--- src/rtl/warp_sched_pkg.sv ---
package warp_sched_pkg;
    typedef enum logic [1:0] {
        RSN_NORMAL = 2'd0,
        RSN_MEM    = 2'd1,
        RSN_SYNC   = 2'd2,
        RSN_EXIT   = 2'd3
    } reason_e;

    typedef enum logic [2:0] {
        ST_IDLE,
        ST_LOAD,
        ST_RUN,
        ST_RELEASE,
        ST_DONE
    } sched_state_e;

    localparam int Q_NORM = 0;
    localparam int Q_MEM  = 1;
    localparam int Q_WAIT = 2;
    localparam int NUM_Q  = 3;
endpackage

--- src/rtl/sched_fifo.sv ---
module sched_fifo #(
    parameter int DEPTH = 4,
    parameter int W     = 34
) (
    input  logic         clk,
    input  logic         rst,
    input  logic         push,
    input  logic [W-1:0] din,
    input  logic         pop,
    output logic [W-1:0] dout,
    output logic         empty
);
    localparam int AW = (DEPTH > 1) ? $clog2(DEPTH) : 1;
    localparam int CW = $clog2(DEPTH + 1);

    logic [W-1:0]  mem [DEPTH];
    logic [AW-1:0] wp, rp;
    logic [CW-1:0] cnt;
    logic          full;

    assign empty = (cnt == '0);
    assign full  = (cnt == CW'(DEPTH));
    assign dout  = mem[rp];

    always_ff @(posedge clk) begin
        if (rst) begin
            wp  <= '0;
            rp  <= '0;
            cnt <= '0;
        end else begin
            if (push) begin
                mem[wp] <= din;
                wp <= (wp == AW'(DEPTH - 1)) ? '0 : wp + 1'b1;
            end
            if (pop) begin
                rp <= (rp == AW'(DEPTH - 1)) ? '0 : rp + 1'b1;
            end
            if (push && !pop) cnt <= cnt + 1'b1;
            else if (pop && !push) cnt <= cnt - 1'b1;
        end
    end

    AST_FIFO_NO_OVERFLOW: assert property (@(posedge clk) disable iff (rst)
        (push && full) |-> pop);
    AST_FIFO_NO_UNDERFLOW: assert property (@(posedge clk) disable iff (rst)
        pop |-> !empty);
endmodule

--- src/rtl/sched_barrier.sv ---
module sched_barrier #(
    parameter int WARPS = 4,
    parameter int PC_W  = 32
) (
    input  logic            clk,
    input  logic            rst,
    input  logic            clear,
    input  logic            arrive,
    input  logic [PC_W-1:0] arrive_pc,
    output logic            all_in,
    output logic            mismatch
);
    localparam int CW = (WARPS > 2) ? $clog2(WARPS) : 1;

    logic [CW-1:0]   count;
    logic [PC_W-1:0] first_pc;

    assign all_in = arrive && (count == CW'(WARPS - 1));

    always_ff @(posedge clk) begin
        if (rst || clear) begin
            count    <= '0;
            first_pc <= '0;
            mismatch <= 1'b0;
        end else if (arrive) begin
            if (count == '0) first_pc <= arrive_pc;
            else if (arrive_pc != first_pc) mismatch <= 1'b1;
            count <= all_in ? '0 : count + 1'b1;
        end
    end

    AST_ERR_STICKY: assert property (@(posedge clk) disable iff (rst)
        (mismatch && !clear) |=> mismatch);
endmodule

--- src/rtl/warp_sched.sv ---
module warp_sched
    import warp_sched_pkg::*;
#(
    parameter int WARPS   = 4,
    parameter int WID_W   = 2,
    parameter int PC_W    = 32,
    parameter int PC_STEP = 4
) (
    input  logic             clk,
    input  logic             rst,
    input  logic             start,
    input  logic [PC_W-1:0]  start_pc,
    input  logic             stall,
    output logic             issue_valid,
    input  logic             issue_ready,
    output logic [WID_W-1:0] issue_wid,
    output logic [PC_W-1:0]  issue_pc,
    input  logic             ret_valid,
    input  logic [WID_W-1:0] ret_wid,
    input  logic [PC_W-1:0]  ret_pc,
    input  logic [1:0]       ret_reason,
    output logic             done,
    output logic             sync_err
);
    localparam int W = WID_W + PC_W;

    sched_state_e state, nstate;
    logic [WID_W-1:0] step_cnt;
    logic [PC_W-1:0]  start_pc_q;
    logic [WARPS-1:0] retired, retired_nxt;

    logic [NUM_Q-1:0] q_push, q_pop, q_empty;
    logic [W-1:0]     q_din  [NUM_Q];
    logic [W-1:0]     q_dout [NUM_Q];

    logic    ret_ok, pick_mem, fire, all_in, kick, step_last;
    reason_e rsn;
    logic [W-1:0] sel;

    for (genvar g = 0; g < NUM_Q; g++) begin : g_q
        sched_fifo #(.DEPTH(WARPS), .W(W)) u_q (
            .clk(clk), .rst(rst), .push(q_push[g]), .din(q_din[g]),
            .pop(q_pop[g]), .dout(q_dout[g]), .empty(q_empty[g])
        );
    end

    sched_barrier #(.WARPS(WARPS), .PC_W(PC_W)) u_bar (
        .clk(clk), .rst(rst), .clear(kick), .arrive(q_push[Q_WAIT]),
        .arrive_pc(ret_pc), .all_in(all_in), .mismatch(sync_err)
    );

    assign rsn       = reason_e'(ret_reason);
    assign kick      = (state == ST_IDLE) && start;
    assign ret_ok    = ret_valid && (state == ST_RUN);
    assign step_last = (step_cnt == WID_W'(WARPS - 1));
    assign retired_nxt = retired
        | ((ret_ok && rsn == RSN_EXIT) ? (WARPS'(1) << ret_wid) : '0);

    // state register
    always_ff @(posedge clk) begin
        if (rst) state <= ST_IDLE;
        else     state <= nstate;
    end

    // next state
    always_comb begin
        nstate = state;
        unique case (state)
            ST_IDLE:    if (start) nstate = ST_LOAD;
            ST_LOAD:    if (step_last) nstate = ST_RUN;
            ST_RUN: begin
                if (all_in) nstate = ST_RELEASE;
                else if (&retired_nxt) nstate = ST_DONE;
            end
            ST_RELEASE: if (step_last) nstate = ST_RUN;
            ST_DONE:    nstate = ST_IDLE;
            default:    nstate = ST_IDLE;
        endcase
    end

    // datapath registers
    always_ff @(posedge clk) begin
        if (rst) begin
            step_cnt   <= '0;
            start_pc_q <= '0;
            retired    <= '0;
        end else begin
            if (kick) begin
                start_pc_q <= start_pc;
                retired    <= '0;
            end else begin
                retired <= retired_nxt;
            end
            if (state == ST_LOAD || state == ST_RELEASE)
                step_cnt <= step_last ? '0 : step_cnt + 1'b1;
        end
    end

    // outputs and queue control
    always_comb begin
        pick_mem    = !q_empty[Q_MEM];
        issue_valid = (state == ST_RUN) && !stall
                      && (!q_empty[Q_MEM] || !q_empty[Q_NORM]);
        sel         = pick_mem ? q_dout[Q_MEM] : q_dout[Q_NORM];
        issue_wid   = sel[W-1:PC_W];
        issue_pc    = sel[PC_W-1:0];
        fire        = issue_valid && issue_ready;
        done        = (state == ST_DONE);

        q_pop[Q_MEM]  = fire && pick_mem;
        q_pop[Q_NORM] = fire && !pick_mem;
        q_pop[Q_WAIT] = (state == ST_RELEASE);

        q_push[Q_MEM]  = ret_ok && (rsn == RSN_MEM);
        q_push[Q_WAIT] = ret_ok && (rsn == RSN_SYNC);
        q_push[Q_NORM] = (state == ST_LOAD) || (state == ST_RELEASE)
                         || (ret_ok && rsn == RSN_NORMAL);

        q_din[Q_MEM]  = {ret_wid, ret_pc};
        q_din[Q_WAIT] = {ret_wid, ret_pc};
        if (state == ST_LOAD)
            q_din[Q_NORM] = {step_cnt, start_pc_q};
        else if (state == ST_RELEASE)
            q_din[Q_NORM] = {q_dout[Q_WAIT][W-1:PC_W],
                             q_dout[Q_WAIT][PC_W-1:0] + PC_W'(PC_STEP)};
        else
            q_din[Q_NORM] = {ret_wid, ret_pc};
    end

    AST_STALL_NO_ISSUE: assert property (@(posedge clk) disable iff (rst)
        stall |-> !issue_valid);
    AST_FILL_NO_ISSUE: assert property (@(posedge clk) disable iff (rst)
        (state == ST_LOAD || state == ST_RELEASE) |-> !issue_valid);
    AST_MEM_FIRST: assert property (@(posedge clk) disable iff (rst)
        (issue_valid && !q_empty[Q_MEM]) |-> (issue_wid == q_dout[Q_MEM][W-1:PC_W]));
    AST_BARRIER_RELEASE: assert property (@(posedge clk) disable iff (rst)
        all_in |=> (state == ST_RELEASE && !q_empty[Q_WAIT]));
    AST_DONE_PULSE: assert property (@(posedge clk) disable iff (rst)
        done |=> !done);
endmodule

--- config.mk ---
export PLATFORM = sky130hd
export DESIGN_NAME = warp_sched
export DESIGN_NICKNAME = d
export VERILOG_FILES = /design/src/rtl/warp_sched_pkg.sv /design/src/rtl/sched_fifo.sv /design/src/rtl/sched_barrier.sv /design/src/rtl/warp_sched.sv
export SDC_FILE = /design/constraint.sdc
export NUM_CORES = 1
export LEC_CHECK = 0
export ABC_AREA = 1
export BUFFER_PORTS_ARGS = -buffer_cell sky130_fd_sc_hd__buf_2
export CAP_MARGIN = 20
export CORE_AREA = 2 2 205 207
export DETAILED_ROUTE_END_ITERATION = 8
export DIE_AREA = 0 0 207 209
export PLACE_DENSITY_LB_ADDON = 0.05
export SLEW_MARGIN = 20
export SYNTH_ARGS = -nofsm -noshare
export SYNTH_HDL_FRONTEND = slang
export SYNTH_SLANG_ARGS = --single-unit
--- constraint.sdc ---
create_clock -name clk -period 4.2 [get_ports clk]
set_clock_uncertainty 0.15 [all_clocks]
set_input_delay 1.26 -clock clk [delete_from_list [all_inputs] [get_ports clk]]
set_output_delay 1.26 -clock clk [all_outputs]
set_load 0.03 [all_outputs]
==> key figures <==
Global routing
  • Tot GR Track Use: approximately a quarter
  • First-pass GRT wire length: about 88,000 µm
  • Total grt overflow: 0
  • Vias in the first global route: 15,200
  • Largest net degree at the start of global routing: 77
  • Initial antenna violation count: 1

Place
  • # port buffers: 110
  • Routability Congestion: approximately 0.9
  • Post-DP HPWL: between 30,000 and 40,000 µm
  • Dpl cells: roughly 2,800

Pwr
  • Leak Pwr: about 9.6 nW
  • PD cells: roughly 540 nW/µm²
  • Worst ir drop on vdd: around 350 µV
  • Final total power: ~14 mW

Timing
  • Hold WS: 0.294 ns
  • Worst slew pin tran: 0.844 ns
  • Fmax: 249 MHz
  • Setup violations, final: 0
  • Final Max Slew Viols: 0
  • Worst rel slew slack: a little over two fifths
  • Fin. Hold Viols: 0
  • RSZ-0062 raised after global routing: false
  • Tcrit/Tclk final: between 90% and 100%
  • Tmin final: roughly 4 ns
  • Post-Route Setup TNS: 0 ns

Synth
  • Ys async rst share: 0%
  • Synthesized-area fraction occupied by xor and xnor cells: 1.02%
  • Sequential area share after synthesis: a little under two thirds
  • Ys Warns: 0
  • Post-Syn Nets: roughly 2,300
  • Post-Synth Adder-Cell Area: between 1 and 1.5%
  • Yosys cell types: 40
  • Yosys reg bits: ~510
  • Number of synthesized flops with an enable pin: approximately 410
  • Simple-Gate Fraction of Synth Area: ~17%
  • Mapped Cells: between 2,000 and 2,500
  • Main combinational cell family by area after synthesis: simple AND/OR/NAND/NOR gates
  • Ys flop type: edfxtp_1
  • Synth Area per Inst: ~10 µm²
  • Compound-gate portion of the synthesized area: between 10% and 20%
  • Post-synthesis mux area share: 0%
  • Synth Cell Area: roughly 22,000 µm²

Job
  • Max-cap viol count: 0

Clock network
  • Num CTS Buffers: 52
  • Cts repair resizes: 0
  • CTS Hold Bufs: 0
  • CTS tree: done
  • H-tree Lvls: 2
  • Clock sinks: between 500 and 600
  • Clock Tree Buf Depth: 3
  • Root buffer cell: clkbuf_16
  • CTS clk-pin slew, worst paths: approximately 0.060 ns
  • Setup repair bufs after CTS: 0
  • Clock Latency Late Sink: roughly 0.6 ns

Cells and area
  • Commonest cells after routing, fill and taps aside: 452 x nand2_1, 408 x edfxtp_1, 324 x nor2_1
  • Layout Nets: about 2,400
  • Final cell count without fillers: between 2,000 and 3,000
  • Layout Area Growth over Synthesis: 12.6%
  • Most common cell after layout, fill and taps aside: nand2_1
  • Share of cells above drive strength 1: around 14%
  • Fin util: ~61%

Critical path
  • Slowest cell delay on critical path: about 0.55 ns
  • Worst reg2reg path endpoint: g_q[0].u_q.mem[2][12]$_DFFE_PP_
  • Startpoint Class: flip-flop
  • Worst-path cell chain: buf_4 -> o21ai_0 -> o221a_2 -> a31oi_1 -> buf_2
  • Crit path kind: reg2out
  • Setup crit end: issue_pc[21]
  • Stages on the worst setup path: 5
  • Worst path required time: 2.79 ns
  • CP Buf/Inv Count: 2
  • Worst setup EP type: output pin
  • Worst Path Arrival: between 2 and 3 ns
  • R2R setup slack: around 1.1 ns
  • Worst reg-to-reg path cell count: 10
  • Worst path top cell family by delay: buffers and inverters
  • Slowest-stage cell, CP: buf_4
  • Worst Path Max Fanout: about 70

Route
  • Detail Route Antenna Nets: 0
  • Vias post-DR: ~16,000
  • Detailed Routing Iterations Pass 1: 5
  • Initial DRC Count: ~1,400
  • DRC Markers: 0
  • Routed WL: between 50,000 and 60,000 µm
  • Post-DR vias/cell: between 5 and 6
  • Routed length per placed instance: approximately 20 µm

Floorplanning
  • Die Y: ~210 µm
  • Die W: between 200 and 250 µm
  • Die Area: between 40,000 and 50,000 µm²
  • # IOs: approximately 110
  • Initial Util: between 50% and 60%
  • Core region area: slightly above 40,000 µm²
  • Row cnt: 75

Hold path
  • Min-Delay Path Class: reg2reg

Run status
  • Status: finished clean
-- power breakdown --
| part | internal [mW] | switching (mW) | leakage, nW | total (mW) |
|---|---|---|---|---|
| Clock | 2.66 | 1.91 | 0.820 | 4.57 |
| Combinational | 0.762 | 2.11 | 4.27 | 2.87 |
| Sequential | 5.95 | 0.136 | 4.49 | 6.09 |
| Total | 9.37 | 4.15 | 9.58 | 13.5 |
-- kinds of logic after synthesis --
family / after synthesis
simple gates: 957
flops: 508
compound gates: 431
buf+inv: 283
xor+xnor: 26
fa+ha+maj: 23
-- worst min-delay path, stage by stage, from the launching register on --
cell     delay [ns]
dfxtp_1        0.31
inv_1          0.04
a21oi_1        0.05
-- Yosys cell counts (all sizes together), types with 10 or more instances --
cell	count	share of area, %
nand3	108	2.5
a21oi	80	1.8
a31oi	35	0.98
inv	168	2.8
dfxtp	100	8.9
nor2	355	6.2
o221a	34	1.7
or2	14	0.39
clkbuf	71	1.2
nand4	15	0.42
a22oi	14	0.47
edfxtp	408	55
ha	21	1.2
nand2	455	7.7
xor2	16	0.63
buf	43	1.2
xnor2	10	0.39
o21ai	254	5.7
-- stage by stage --
stage | area [µm²] | setup WS (ns)
after global placement | 23500 | 0.829
after floorplan | 22400 | 0.250
after CTS | 25200 | 0.154
final | 25200 | 0.181
after global routing | 25200 | 0.0527
after detailed placement | 23500 | 0.788
-- final cells by class --
cell class	instances	area, µm²
multi-input cells	1437	7040
repair buffers	150	888
flip-flops and latches	508	14300
clock buffers	77	1510
well taps	539	674
diodes	4	10.0
inverters	169	637
clock inverters	19	189
fillers	3459	16100
-- registers in the layout (all words and copies together) (netlist names), named ones only --
register / cells
g_q.u_q.cnt: 6
g_q.u_q.mem: 408
g_q.u_q.rp: 6
g_q.u_q.wp: 6
retired: 4
start_pc_q: 32
state: 3
step_cnt: 2
u_bar.count: 2
u_bar.first_pc: 32
u_bar.mismatch: 1
-- per-layer routing --
layer / GRT usage (%) / part of all wire (%) / vias up
li1: - / - / 7805
met1: 36.8 / 44 / 7822
met2: 43.8 / 47 / 445
met3: 3.98 / 5.7 / 83
met4: 7.17 / 2.4 / 0
met5: 0 / 0 / -
-- how the worst min path moves through the flow --
stage / end / cells past startpoint / from / slack (ns)
floorplan: start_pc_q[10]$_SDFFE_PP0P_ / 2 / start_pc_q[10]$_SDFFE_PP0P_ / 0.27
global placement: start_pc_q[19]$_SDFFE_PP0P_ / 2 / start_pc_q[19]$_SDFFE_PP0P_ / 0.28
detailed placement: start_pc_q[21]$_SDFFE_PP0P_ / 2 / start_pc_q[21]$_SDFFE_PP0P_ / 0.29
CTS: start_pc_q[20]$_SDFFE_PP0P_ / 2 / start_pc_q[20]$_SDFFE_PP0P_ / 0.30
global route: start_pc_q[4]$_SDFFE_PP0P_ / 2 / start_pc_q[4]$_SDFFE_PP0P_ / 0.31
finish: start_pc_q[16]$_SDFFE_PP0P_ / 2 / start_pc_q[16]$_SDFFE_PP0P_ / 0.29
Power figures use the tool's default switching activity.
